`config.mk`:
```
export PLATFORM = sky130hd
export DESIGN_NAME = resv_monitor
export DESIGN_NICKNAME = d
export VERILOG_FILES = /design/src/rtl/resv_pkg.sv /design/src/rtl/resv_tracker.sv /design/src/rtl/resv_fail_counter.sv /design/src/rtl/resv_seq.sv /design/src/rtl/resv_monitor.sv
export SDC_FILE = /design/constraint.sdc
export NUM_CORES = 1
export LEC_CHECK = 0
export ABC_AREA = 1
export ABC_CLOCK_PERIOD_IN_PS = 2009
export BUFFER_PORTS_ARGS = -buffer_cell sky130_fd_sc_hd__buf_2
export CORE_MARGIN = 4
export CORE_UTILIZATION = 52
export DETAILED_ROUTE_END_ITERATION = 10
export GPL_TIMING_DRIVEN = 0
export PLACE_DENSITY = 0.77
export RECOVER_POWER = 25
export SETUP_SLACK_MARGIN = 0.1
export SKIP_LAST_GASP = 1
export SYNTH_ARGS = -nofsm -noshare
export SYNTH_HDL_FRONTEND = slang
export SYNTH_HIERARCHICAL = 1
export SYNTH_SLANG_ARGS = --single-unit
```
`constraint.sdc`:
```
create_clock -name clk -period 2.01 [get_ports clk]
set_input_delay 0.402 -clock clk [delete_from_list [all_inputs] [get_ports clk]]
set_output_delay 0.402 -clock clk [all_outputs]
set_load 0.01 [all_outputs]
```
`src/rtl/resv_pkg.sv`:
```
package resv_pkg;

    typedef enum logic {
        OP_LOCK_READ  = 1'b0,
        OP_STORE_COND = 1'b1
    } resv_op_e;

    typedef enum logic {
        ST_IDLE = 1'b0,
        ST_RESP = 1'b1
    } resv_state_e;

    localparam logic [1:0] RC_FAIL   = 2'd0;
    localparam logic [1:0] RC_OK     = 2'd1;
    localparam logic [1:0] RC_BYPASS = 2'd2;

    typedef struct packed {
        logic       pass;
        logic       issue;
        logic [1:0] code;
    } resv_rsp_t;

endpackage

```
`src/rtl/resv_tracker.sv`:
```
module resv_tracker #(
    parameter int ADDR_W    = 32,
    parameter int GRAN_BITS = 4
) (
    input  logic              clk,
    input  logic              rst,
    input  logic              set_en,
    input  logic [ADDR_W-1:0] set_addr,
    input  logic              drop_en,
    input  logic              inv_valid,
    input  logic [ADDR_W-1:0] inv_addr,
    input  logic [ADDR_W-1:0] probe_addr,
    output logic              probe_hit,
    output logic              flag_o
);
    localparam int TAG_W = ADDR_W - GRAN_BITS;

    logic             flag_q;
    logic [TAG_W-1:0] tag_q;
    logic             inv_hit;

    assign inv_hit   = inv_valid && (inv_addr[ADDR_W-1:GRAN_BITS] == tag_q);
    assign probe_hit = flag_q && (probe_addr[ADDR_W-1:GRAN_BITS] == tag_q);
    assign flag_o    = flag_q;

    // A new reservation takes priority over any clearing source in the same cycle.
    always_ff @(posedge clk) begin
        if (rst) begin
            flag_q <= 1'b0;
            tag_q  <= '0;
        end else if (set_en) begin
            flag_q <= 1'b1;
            tag_q  <= set_addr[ADDR_W-1:GRAN_BITS];
        end else if (drop_en || inv_hit) begin
            flag_q <= 1'b0;
        end
    end
endmodule

```
`src/rtl/resv_fail_counter.sv`:
```
module resv_fail_counter #(
    parameter int CNT_W       = 24,
    parameter int WARN_PERIOD = 100000
) (
    input  logic             clk,
    input  logic             rst,
    input  logic             fail_inc,
    input  logic             succ_clr,
    output logic [CNT_W-1:0] count_o,
    output logic             warn_o
);
    localparam int               PH_W    = (WARN_PERIOD > 2) ? $clog2(WARN_PERIOD) : 1;
    localparam logic [CNT_W-1:0] CNT_MAX = {CNT_W{1'b1}};
    localparam logic [PH_W-1:0]  PH_LAST = PH_W'(WARN_PERIOD - 1);

    logic [CNT_W-1:0] count_q;
    logic [PH_W-1:0]  phase_q;
    logic             warn_q;

    // The phase tracks count modulo WARN_PERIOD, so no divider is needed.
    always_ff @(posedge clk) begin
        if (rst || succ_clr) begin
            count_q <= '0;
            phase_q <= '0;
            warn_q  <= 1'b0;
        end else if (fail_inc && (count_q != CNT_MAX)) begin
            count_q <= count_q + 1'b1;
            if (phase_q == PH_LAST) begin
                phase_q <= '0;
                warn_q  <= 1'b1;
            end else begin
                phase_q <= phase_q + 1'b1;
                warn_q  <= 1'b0;
            end
        end else begin
            warn_q <= 1'b0;
        end
    end

    assign count_o = count_q;
    assign warn_o  = warn_q;
endmodule

```
`src/rtl/resv_seq.sv`:
```
module resv_seq
    import resv_pkg::*;
(
    input  logic      clk,
    input  logic      rst,
    input  logic      req_valid,
    input  resv_op_e  req_op,
    input  logic      req_uncached,
    input  logic      resv_hit,
    output logic      req_ready,
    output logic      lr_set,
    output logic      sc_consume,
    output logic      sc_fail,
    output logic      sc_succ,
    output logic      rsp_valid,
    output resv_rsp_t rsp
);
    resv_state_e state_q, state_d;
    resv_rsp_t   rsp_q, rsp_d;
    logic        accept;

    // State register
    always_ff @(posedge clk) begin
        if (rst) state_q <= ST_IDLE;
        else     state_q <= state_d;
    end

    // Next state: ACCEPT and RETIRE transitions
    always_comb begin
        state_d = state_q;
        unique case (state_q)
            ST_IDLE: if (req_valid) state_d = ST_RESP;
            ST_RESP: state_d = ST_IDLE;
            default: state_d = ST_IDLE;
        endcase
    end

    // Outputs and request decode
    always_comb begin
        req_ready  = 1'b0;
        rsp_valid  = 1'b0;
        unique case (state_q)
            ST_IDLE: req_ready = 1'b1;
            ST_RESP: rsp_valid = 1'b1;
            default: ;
        endcase
        accept     = req_ready && req_valid;
        lr_set     = accept && (req_op == OP_LOCK_READ);
        sc_succ    = accept && (req_op == OP_STORE_COND) && !req_uncached && resv_hit;
        sc_fail    = accept && (req_op == OP_STORE_COND) && !req_uncached && !resv_hit;
        sc_consume = sc_succ || sc_fail;

        rsp_d = rsp_q;
        if (accept) begin
            if (req_op == OP_LOCK_READ)
                rsp_d = '{pass: 1'b1, issue: 1'b1, code: RC_OK};
            else if (req_uncached)
                rsp_d = '{pass: 1'b1, issue: 1'b1, code: RC_BYPASS};
            else if (resv_hit)
                rsp_d = '{pass: 1'b1, issue: 1'b1, code: RC_OK};
            else
                rsp_d = '{pass: 1'b0, issue: 1'b0, code: RC_FAIL};
        end
    end

    always_ff @(posedge clk) begin
        if (rst) rsp_q <= '{pass: 1'b0, issue: 1'b0, code: RC_FAIL};
        else     rsp_q <= rsp_d;
    end

    assign rsp = rsp_q;
endmodule

```
`src/rtl/resv_monitor.sv`:
```
module resv_monitor
    import resv_pkg::*;
#(
    parameter int ADDR_W      = 32,
    parameter int GRAN_BITS   = 4,
    parameter int CNT_W       = 24,
    parameter int WARN_PERIOD = 100000
) (
    input  logic              clk,
    input  logic              rst,
    input  logic              req_valid,
    output logic              req_ready,
    input  logic              req_op,
    input  logic              req_uncached,
    input  logic [ADDR_W-1:0] req_addr,
    input  logic              inv_valid,
    input  logic [ADDR_W-1:0] inv_addr,
    input  logic              lock_clear,
    output logic              rsp_valid,
    output logic              rsp_pass,
    output logic              rsp_issue,
    output logic [1:0]        rsp_code,
    output logic              livelock_warn
);
    logic             resv_hit;
    logic             lock_flag;
    logic             lr_set;
    logic             sc_consume;
    logic             sc_fail;
    logic             sc_succ;
    logic [CNT_W-1:0] fail_count;
    resv_rsp_t        rsp;
    resv_op_e         op;

    assign op = resv_op_e'(req_op);

    resv_seq u_seq (
        .clk          (clk),
        .rst          (rst),
        .req_valid    (req_valid),
        .req_op       (op),
        .req_uncached (req_uncached),
        .resv_hit     (resv_hit),
        .req_ready    (req_ready),
        .lr_set       (lr_set),
        .sc_consume   (sc_consume),
        .sc_fail      (sc_fail),
        .sc_succ      (sc_succ),
        .rsp_valid    (rsp_valid),
        .rsp          (rsp)
    );

    resv_tracker #(
        .ADDR_W    (ADDR_W),
        .GRAN_BITS (GRAN_BITS)
    ) u_tracker (
        .clk        (clk),
        .rst        (rst),
        .set_en     (lr_set),
        .set_addr   (req_addr),
        .drop_en    (sc_consume || lock_clear),
        .inv_valid  (inv_valid),
        .inv_addr   (inv_addr),
        .probe_addr (req_addr),
        .probe_hit  (resv_hit),
        .flag_o     (lock_flag)
    );

    resv_fail_counter #(
        .CNT_W       (CNT_W),
        .WARN_PERIOD (WARN_PERIOD)
    ) u_fail_cnt (
        .clk      (clk),
        .rst      (rst),
        .fail_inc (sc_fail),
        .succ_clr (sc_succ),
        .count_o  (fail_count),
        .warn_o   (livelock_warn)
    );

    assign rsp_pass  = rsp.pass;
    assign rsp_issue = rsp.issue;
    assign rsp_code  = rsp.code;
endmodule

```
==> flow_metrics.tcl, run 1 <==
set metrics [dict create \
    antenna_left 0 \
    synth_seq_area_share 0.3083 \
    die_h_um 104.8 \
    grt_pass1_wl_mm 22.13 \
    syn_to_final_growth_pct 25.13 \
    critical_path_class "flop to flop" \
    insertion_delay_ns 0.36 \
    h-tree-depth 3 \
    clk_path_buf_depth 2 \
    max_freq_mhz 465.2 \
    synth_seq_cells 75 \
    critical_path_required_ns 2.26 \
    worst-path-buf-inv 2 \
    path_cells "inv_2 > nand2_1 > o21ai_1 > nor2_1 > nand2_1 > nor2_1 > nand4_1 > nor2_4 > nor3_4 > buf_4 > nand2_2 > nor2_4 > nand3_1 > nor2_2 > nand3_2 > nand2_1 > nor2_1" \
    rsz0062_at_grt "yes" \
    dp_cells 964 \
    routed_wl_mm 14.29 \
    die_area_um2 10980 \
    ir_drop_mv 0.3247 \
    grt.overflow.total 0 \
    hp-class "primary input to flop" \
    nNetsFinal 954 \
    cts-root-buf "clkbuf_8" \
    vias_per_cell 5.328 \
    pre_cts_ws_ns -0.4830 \
    relSlewSlack 0.5739 \
    setup_slack_ns -0.1397 \
    core_area_um2 9196 \
    synth_cell_types 41 \
    skew_ns 0.01740 \
    cts_tree "built" \
    cp-start-kind "flop" \
    initial_core_util 0.5295 \
    finalSetupViolCount 37 \
    gp_congestion 0.8988 \
    slowest_stage "dfxtp_2" \
    layout.cells.non_filler 997 \
    endpoint_kind "flop" \
    hpwl_mm 9.837 \
    diodes 0 \
    wl_per_cell_um 14.33 \
    cp_data_arrival_time_ns 2.40 \
    min_period_ns 2.150 \
    fp.dieW_um 104.8 \
    final_cell_mix "201 x nand2_1, 134 x nor2_1, 77 x inv_1, 67 x buf_2, 62 x dfxtp_1" \
    pin_count 78 \
    ys.flop_type "dfxtp_1" \
    syn_avg_cell_area_um2 6.211 \
    synthArstFlopShare 0 \
    via_count 5312 \
    route.detailed.drc 0 \
    grt_start_max_net_pins 14 \
    syn_inst 784 \
    syn-num-nets 857 \
    p_leak_nw 2.773 \
    cpPeakStageDelay_ns 0.34 \
    drive_above_1_share 0.2810 \
    antenna_found_initial 0 \
    drtIter0Drc 257 \
    cpLargestDelayFamily "simple AND/OR/NAND/NOR gates" \
    path_clk_slew_ns 0.09 \
    grt_pass1_vias 4999 \
    track_usage 0.2438 \
    numPortBuffers 69 \
    cts_buffers 9 \
    tightest_slew_ns 0.6368 \
    yosysWarnings 6 \
    power_density_nw_per_um2 549.2 \
    drt-pass1-iter-count 7 \
    synth_area_um2 4870 \
    final_common_cell "nand2_1" \
    hold_buffers 0 \
    hold_viol 0 \
    max_cap_violations 0 \
    synth_edf_count 0 \
    clock-sinks 75 \
    status "complete, but fails checks" \
    crit_path_max_fanout 3 \
    rows 35 \
    slew_violations 0 \
    failed_checks "setup timing" \
    post-route-period-util 1.069 \
]
-- sequential cells by signal, summed over array words and instances, names as in the netlist --
| register | flops |
|---|---|
| u_seq/rsp | 3 |
| u_tracker/tag_q | 28 |
| u_seq/state_q | 1 |
| u_tracker/flag_o | 1 |
| u_fail_cnt/count_o | 24 |
| u_fail_cnt/warn_o | 1 |
| u_fail_cnt/phase_q | 17 |
-- per-layer routing --
| layer | up-vias | track usage | share of wire |
|---|---|---|---|
| met2 | 214 | 0.4189 | 0.50 |
| met5 | - | 0 | 0 |
| li1 | 2651 | - | - |
| met1 | 2415 | 0.2942 | 0.40 |
| met3 | 32 | 0.05559 | 0.069 |
| met4 | 0 | 0.09560 | 0.025 |
-- kinds of logic (layout without fill, tap and decap cells) --
| group | Yosys count | in the layout | share of synthesized area |
|---|---|---|---|
| buf+inv | 130 | 232 | 0.1156 |
| xor+xnor | 19 | 19 | 0.03417 |
| simple gates | 470 | 470 | 0.4247 |
| compound gates | 88 | 88 | 0.1120 |
| fa+ha+maj | 2 | 2 | 0.005138 |
| flops | 75 | 75 | 0.3083 |
-- path summary, 6_finish.rpt --
check | start | slack (ns) | depth (start not counted) | to
worst max-delay path | u_tracker/tag_q[26]$_SDFFE_PP0P_ | -0.14 | 17 | u_fail_cnt/count_o[21]$_SDFFE_PP0P_
worst min-delay path | req_addr[28] | 0.30 | 3 | u_tracker/tag_q[24]$_SDFFE_PP0P_
worst max register to register | u_tracker/tag_q[26]$_SDFFE_PP0P_ | -0.14 | 17 | u_fail_cnt/count_o[21]$_SDFFE_PP0P_
worst min register to register | u_seq/rsp[1]$_SDFFE_PP0N_ | 0.48 | 2 | u_seq/rsp[1]$_SDFFE_PP0N_
-- synthesized netlist by cell type, types with 2 or more instances --
library cell    n  share of area
ha_1            2         0.0051
nand2_2         9          0.012
dfxtp_1        75           0.31
buf_2           6         0.0062
buf_6           6          0.014
nand2_4         6          0.014
o21ai_1         6         0.0062
a211oi_1       23          0.035
nor2_1        143           0.11
o21ai_0        13          0.013
nor3_1          9         0.0092
nor2_2          6         0.0077
a21oi_2         5         0.0090
inv_1          82          0.063
a21oi_1        31          0.032
o22ai_1         4         0.0051
nor2_4          6          0.014
xor2_1          6          0.011
a22o_1          2         0.0036
nand3_1        53          0.054
inv_2          25          0.019
clkbuf_1        4         0.0031
nand3b_1        3         0.0046
nand4_1         7         0.0090
nand3_2         2         0.0041
nand2_1       219           0.17
nor3_2          2         0.0041
buf_4           3         0.0046
xnor2_1        13          0.023
clkinv_1        2         0.0015
-- what timing repair did --
| item | 4_1_cts | 5_1_grt |
|---|---|---|
| endpoints found under the setup margin | 42 | 42 |
| buffers inserted | 13 | 2 |
| gates cloned | 2 | 2 |
| resized for setup | 61 | 51 |
| pin swaps | 8 | 31 |
-- where the power goes --
group          internal (mW)  switching (mW)  total, mW  leakage (nW)
clock                  0.569           0.616       1.19        0.0950
combinational          0.243           0.329      0.572          2.06
sequential              1.54          0.0460       1.59         0.616
-- per-stage QoR --
step	power, mW	setup TNS, ns	hold WS [ns]	cell area (µm²)	utilization
global route	3.494	-6.916	0.2835	6093	0.6626
CTS	3.324	-0.04348	0.2873	5872	0.6385
detailed placement	2.104	-12.79	0.4649	5379	0.5849
finish	3.347	-2.072	0.2970	6093	0.6626
floorplan	1.924	0	0.4635	4895	-
global placement	2.090	-12.33	0.4493	5379	0.5849
-- layout make-up --
cell class	count	area, µm²
multi-input combinational	579	3099
clock buffer	9	123.9
clock inverter	7	68.82
tap	111	138.9
sequential	75	1518
timing repair buffer	87	534.3
inverter	109	417.9
fill	786	3103
buffer	20	192.7
-- worst register-to-register path, cell delays in order, from the launching register on --
cell and delay (ns):
dfxtp_2 0.34, inv_2 0.08, nand2_1 0.06, o21ai_1 0.07, nor2_1 0.06, nand2_1 0.07, nor2_1 0.04, nand4_1 0.15
nor2_4 0.07, nor3_4 0.26, buf_4 0.17, nand2_2 0.08, nor2_4 0.11, nand3_1 0.11, nor2_2 0.17, nand3_2 0.09
nand2_1 0.06, nor2_1 0.03
Note: power is estimated with default switching activity, not from simulation.
==> run 2: changes to the inputs <==
BUFFER_PORTS_ARGS = not set   (was -buffer_cell sky130_fd_sc_hd__buf_2)
CELL_PAD_IN_SITES_DETAIL_PLACEMENT = 1   (was not set)
CELL_PAD_IN_SITES_GLOBAL_PLACEMENT = 2   (was not set)
CORE_UTILIZATION = 31   (was 52)
DONT_BUFFER_PORTS = 1   (was not set)
PLACE_DENSITY = not set   (was 0.77)
PLACE_DENSITY_LB_ADDON = 0.1   (was not set)
==> run 2 against run 1 <==
Net effect:
- highest routed layer unchanged
- core utilization decreased by 26 points
- worst hold slack worse by 0.18 ns
- count of clock-buffer cells in the layout increased by 5
- routed wire length grew 16%
- combinational power is 13% lower
- register-to-register slack got worse by 0.05 ns
- sequential share of layout area shrank 0.43 points
- the run still ends with setup timing left
==> flow_metrics.tcl, run 2 (same netlist as run 1, synthesis figures left out) <==
set metrics [dict create \
    grt_pass1_vias 5299 \
    post-route-util 0.4038 \
    final_common_cell "nand2_1" \
    pin_count 78 \
    use_met1 0.2157 \
    cts_tree "built" \
    critical_path_required_ns 2.24 \
    p_clk_frac 0.454 \
    die_area_um2 17780 \
    pre_cts_ws_ns -0.4762 \
    path_clk_slew_ns 0.06 \
    cp_data_arrival_time_ns 2.43 \
    drive_above_1_share 0.2367 \
    hold_path_end "u_seq/rsp[3]$_SDFFE_PP0N_" \
    numPortBuffers 0 \
    ir_drop_mv 0.3694 \
    failed_checks "setup timing" \
    insertion_delay_ns 0.34 \
    grt_start_max_net_pins 12 \
    p_int_mw 2.854 \
    p_sw_frac 0.2557 \
    power_density_nw_per_um2 620.1 \
    gp_congestion 0.8251 \
    hold_viol 0 \
    r2r_end "u_fail_cnt/count_o[17]$_SDFFE_PP0P_" \
    grt-busiest-layer "met2" \
    min_period_ns 2.202 \
    wl_per_cell_um 16.02 \
    pwr-share-comb 0.130 \
    grt_pass1_wl_mm 26.57 \
    relSlewSlack 0.6092 \
    worstReg2RegStart "u_tracker/tag_q[1]$_SDFFE_PP0P_" \
    use_met3 0.04494 \
    hold_buffers 0 \
    h-tree-depth 3 \
    track_usage 0.1867 \
    p_seq_frac 0.416 \
    r2r_cells 12 \
    drt-pass1-iter-count 4 \
    fp.dieW_um 133.3 \
    setup_slack_ns -0.1920 \
    core_area_um2 15310 \
    initial_core_util 0.3180 \
    diodes 0 \
    clk_path_buf_depth 2 \
    largest-register "u_tracker/tag_q" \
    antenna_left 0 \
    endpoint_kind "flop" \
    stdcell_area_um2 6185 \
    r2r_slack_ns -0.19 \
    grt.overflow.total 0 \
    final_cell_mix "208 x nand2_1, 126 x nor2_1, 77 x inv_1, 65 x dfxtp_1, 43 x nand3_1" \
    via_count 4984 \
    antenna_found_initial 0 \
    p_leak_nw 2.653 \
    switchingPower_mw 0.9804 \
    cts-root-buf "clkbuf_16" \
    vias_per_cell 4.815 \
    status "complete, but fails checks" \
    hold_depth 1 \
    routed_wl_mm 16.58 \
    cp-start-kind "flop" \
    dpl_cell_area_um2 5159 \
    clock-sinks 75 \
    met2_usage 0.3403 \
    hp-class "primary input to flop" \
    largest_reg_flops 28 \
    skew_ns 0.005696 \
    max_freq_mhz 454.1 \
    die_h_um 133.3 \
    min_from "rst" \
    nNetsFinal 893 \
    cts_buffers 9 \
    hpwl_mm 12.38 \
    slew_violations 0 \
    drtIter0Drc 167 \
    rows 45 \
    crit_path_max_fanout 5 \
    rsz0062_at_grt "yes" \
    finalSetupViolCount 42 \
    critical_path_class "flop to flop" \
    max_cap_violations 0 \
    syn_to_final_growth_pct 27.00 \
    route.detailed.drc 0 \
    tightest_slew_ns 0.5863 \
    post-route-period-util 1.096 \
]
run 2: changes by cell type in the layout (fill, tap and decap cells not counted), sizes merged:
cell      before  now
clkinvlp       3    1
a21oi         36   37
buf           95   38
clkinv         6    2
run 2: what timing repair did:
action                     4_1_cts  5_1_grt
setup endpoints to repair       42       70
pin swaps                       28       34
gates resized for setup         79       42
gates cloned                     2        4
setup buffers                   11        9
run 2: worst max path at each step:
stage                                     startpoint                             endpoint  depth (start not counted)
global route        u_tracker/tag_q[22]$_SDFFE_PP0P_  u_fail_cnt/count_o[19]$_SDFFE_PP0P_                         14
floorplan                               req_addr[28]   u_fail_cnt/count_o[7]$_SDFFE_PP0P_                         14
CTS                 u_tracker/tag_q[26]$_SDFFE_PP0P_   u_fail_cnt/count_o[5]$_SDFFE_PP0P_                         16
detailed placement                       req_addr[5]  u_fail_cnt/phase_q[12]$_SDFFE_PP0P_                         11
finish               u_tracker/tag_q[1]$_SDFFE_PP0P_  u_fail_cnt/count_o[17]$_SDFFE_PP0P_                         12
global placement                         req_addr[5]   u_fail_cnt/phase_q[7]$_SDFFE_PP0P_                         11
run 2: metrics by stage:
step | power, mW | instances | TNS (ns) | hold slack, ns
after detailed placement | 2.034 | 995 | -15.50 | 0.4668
after global routing | 4.023 | 1035 | -10.15 | 0.1060
final | 3.835 | 1035 | -4.720 | 0.1185
after CTS | 3.847 | 1023 | -4.337 | 0.09919
after floorplan | 1.924 | 784 | 0 | 0.4635
after global placement | 2.019 | 995 | -15.17 | 0.4659
run 2: routing by layer:
| layer | vias to the layer above | part of all wire |
|---|---|---|
| met3 | 13 | 0.048 |
| met2 | 65 | 0.51 |
| li1 | 2536 | - |
| met5 | - | 0 |
| met1 | 2370 | 0.43 |
| met4 | 0 | 0.012 |
run 2: power groups by stage:
stage / Combinational (mW) / Sequential [mW] / Clock (mW)
2_1_floorplan: 0.312 / 1.61 / 0
4_1_cts: 0.457 / 1.59 / 1.79
3_3_place_gp: 0.399 / 1.62 / 0
5_1_grt: 0.563 / 1.60 / 1.86
3_5_place_dp: 0.410 / 1.62 / 0
6_report: 0.500 / 1.59 / 1.74
run 2: layout make-up:
cell class              instances  area (µm²)
fillers                      2000        9130
repair buffers                 24       314.1
clock buffers                  14       284.0
flip-flops and latches         75        1514
well taps                     211       264.0
plain buffers                  21       206.4
inverters                     109       415.4
multi-input cells             580        3157
clock inverters                 1       30.03
run 2: worst max-delay path: stages (launching register included):
cell,delay (ns)
dfxtp_2,0.34
xnor2_2,0.22
nand4_1,0.12
nor2_1,0.22
nand3b_1,0.18
nor2_4,0.22
inv_2,0.08
nor3_4,0.21
nor2_4,0.09
buf_8,0.15
clkbuf_16,0.15
nand2_1,0.07
nor2_1,0.04
==> run 3: changes to the inputs <==
PLACE_DENSITY = 0.73   (was not set)
PLACE_DENSITY_LB_ADDON = not set   (was 0.1)
RECOVER_POWER = 50   (was 25)
==> run 3 against run 2 <==
Net effect:
- the flow still finishes with violations (setup timing)
- clock power down 13%
- power down 6.1%
- global-route usage down 0.29 points
- core utilization down 1.2 points
- combinational power down 2%
- count of clock-buffer cells in the layout down 2
- routed wire length down 0.86%
- sequential power about the same
- worst setup slack better by 0.046 ns
- first-iteration DRC count down 4.2%
- largest power group is now registers
==> flow_metrics.tcl, run 3 (same netlist as run 1, synthesis figures left out) <==
set metrics [dict create \
    clock-sinks 75 \
    route.detailed.drc 0 \
    routed_wl_mm 16.44 \
    largest_reg_flops 28 \
    setup_slack_ns -0.1459 \
    die_area_um2 17780 \
    drtIter0Drc 160 \
    cts_buffers 9 \
    multi_input_area_um2 3129 \
    drive_above_1_share 0.2207 \
    nNetsFinal 889 \
    relSlewSlack 0.6056 \
    die_h_um 133.3 \
    p_leak_nw 2.597 \
    stdcell_area_um2 6007 \
    final_common_cell "nand2_1" \
    initial_core_util 0.3180 \
    path_cells "inv_4 > a22o_1 > nor2_4 > nand3_2 > nand3b_1 > nor2_4 > inv_2 > nor3_4 > nor2_4 > buf_4 > clkbuf_16 > nand2_1 > nor2_1" \
    total_power_mw 3.599 \
    min_period_ns 2.156 \
    ir_drop_mv 0.3679 \
    gp_congestion 0.7983 \
    power_density_nw_per_um2 599.1 \
    pre_cts_ws_ns -0.5456 \
    final_cell_mix "201 x nand2_1, 126 x nor2_1, 80 x inv_1, 67 x dfxtp_1, 47 x nand3_1" \
    syn_to_final_growth_pct 23.36 \
    cp-start-kind "flop" \
    slew_violations 0 \
    slowest_stage "dfxtp_2" \
    drt-pass1-iter-count 4 \
    core_area_um2 15310 \
    seq_area_um2 1511 \
    critical_path_class "flop to flop" \
    max_cap_violations 0 \
    dp_cells 995 \
    cts-root-buf "clkbuf_16" \
    fp.dieW_um 133.3 \
    hp-class "primary input to flop" \
    numPortBuffers 0 \
    post-route-period-util 1.073 \
    status "complete, but fails checks" \
    rows 45 \
    grt_start_max_net_pins 12 \
    crit_path_max_fanout 5 \
    insertion_delay_ns 0.34 \
    dpl_cell_area_um2 5159 \
    wl_per_cell_um 15.95 \
    grt_pass1_wl_mm 26.15 \
    finalSetupViolCount 40 \
    antenna_found_initial 0 \
    tightest_slew_ns 0.5916 \
    skew_ns 0.007442 \
    h-tree-depth 3 \
    clk_path_buf_depth 2 \
    hpwl_mm 12.41 \
    cpPeakStageDelay_ns 0.35 \
    rsz0062_at_grt "yes" \
    layout.cells.non_filler 1031 \
    vias_per_cell 4.849 \
    via_count 4999 \
    cts_tree "built" \
    cp_data_arrival_time_ns 2.40 \
    hold_buffers 0 \
    track_usage 0.1838 \
    hold_viol 0 \
    tns_ns -3.934 \
    post-route-util 0.3922 \
    max_freq_mhz 463.9 \
    pin_count 78 \
    endpoint_kind "flop" \
    diodes 0 \
    grt.overflow.total 0 \
    final.fill_count 1987 \
    antenna_left 0 \
    critical_path_required_ns 2.25 \
    cp_common_cell "nor2_4" \
    failed_checks "setup timing" \
    path_clk_slew_ns 0.06 \
    grt_pass1_vias 5247 \
    largest-register "u_tracker/tag_q" \
    worst_hold_slack_ns 0.1162 \
]
run 3: report_power, final:
group | internal [mW] | switching [mW] | total (mW)
Combinational | 0.205 | 0.285 | 0.489
Sequential | 1.54 | 0.0497 | 1.59
Clock | 0.859 | 0.657 | 1.52
run 3: final timing paths:
check,start,end,slack [ns],cells after the start
max,u_tracker/tag_q[22]$_SDFFE_PP0P_,u_fail_cnt/phase_q[9]$_SDFFE_PP0P_,-0.15,13
min,rst,u_seq/rsp[3]$_SDFFE_PP0N_,0.12,1
max reg2reg,u_tracker/tag_q[22]$_SDFFE_PP0P_,u_fail_cnt/phase_q[9]$_SDFFE_PP0P_,-0.15,13
min reg2reg,u_tracker/tag_q[17]$_SDFFE_PP0P_,u_tracker/tag_q[17]$_SDFFE_PP0P_,0.49,2
run 3: metal layers:
layer,vias to the layer above,track usage,share of wire
met5,-,0,0
met4,0,0.06343,0.021
met3,21,0.04834,0.058
met2,84,0.3321,0.50
met1,2362,0.2092,0.42
li1,2532,-,-
run 3: what timing repair did:
item / CTS / global route
gates resized for setup: 61 / 54
setup buffers: 13 / 4
setup endpoints to repair: 44 / 45
gates cloned: 1 / 3
pin swaps: 21 / 20
run 3: area by class of cell:
| class | instances | area share |
|---|---|---|
| plain buffers | 21 | 0.03353 |
| clock buffers | 12 | 0.04103 |
| clock inverters | 3 | 0.002499 |
| inverters | 109 | 0.06894 |
| multi-input cells | 580 | 0.5209 |
| flip-flops and latches | 75 | 0.2516 |
| well taps | 211 | 0.04395 |
| repair buffers | 20 | 0.03749 |
run 3: worst max-delay path: cells and delay by family (launching register included):
kind                   cells  cell delay (ns)
buffers and inverters      4             0.44
AO/OA/AOI/OAI              1             0.23
flip-flops                 1             0.35
AND/OR/NAND/NOR            8             1.04
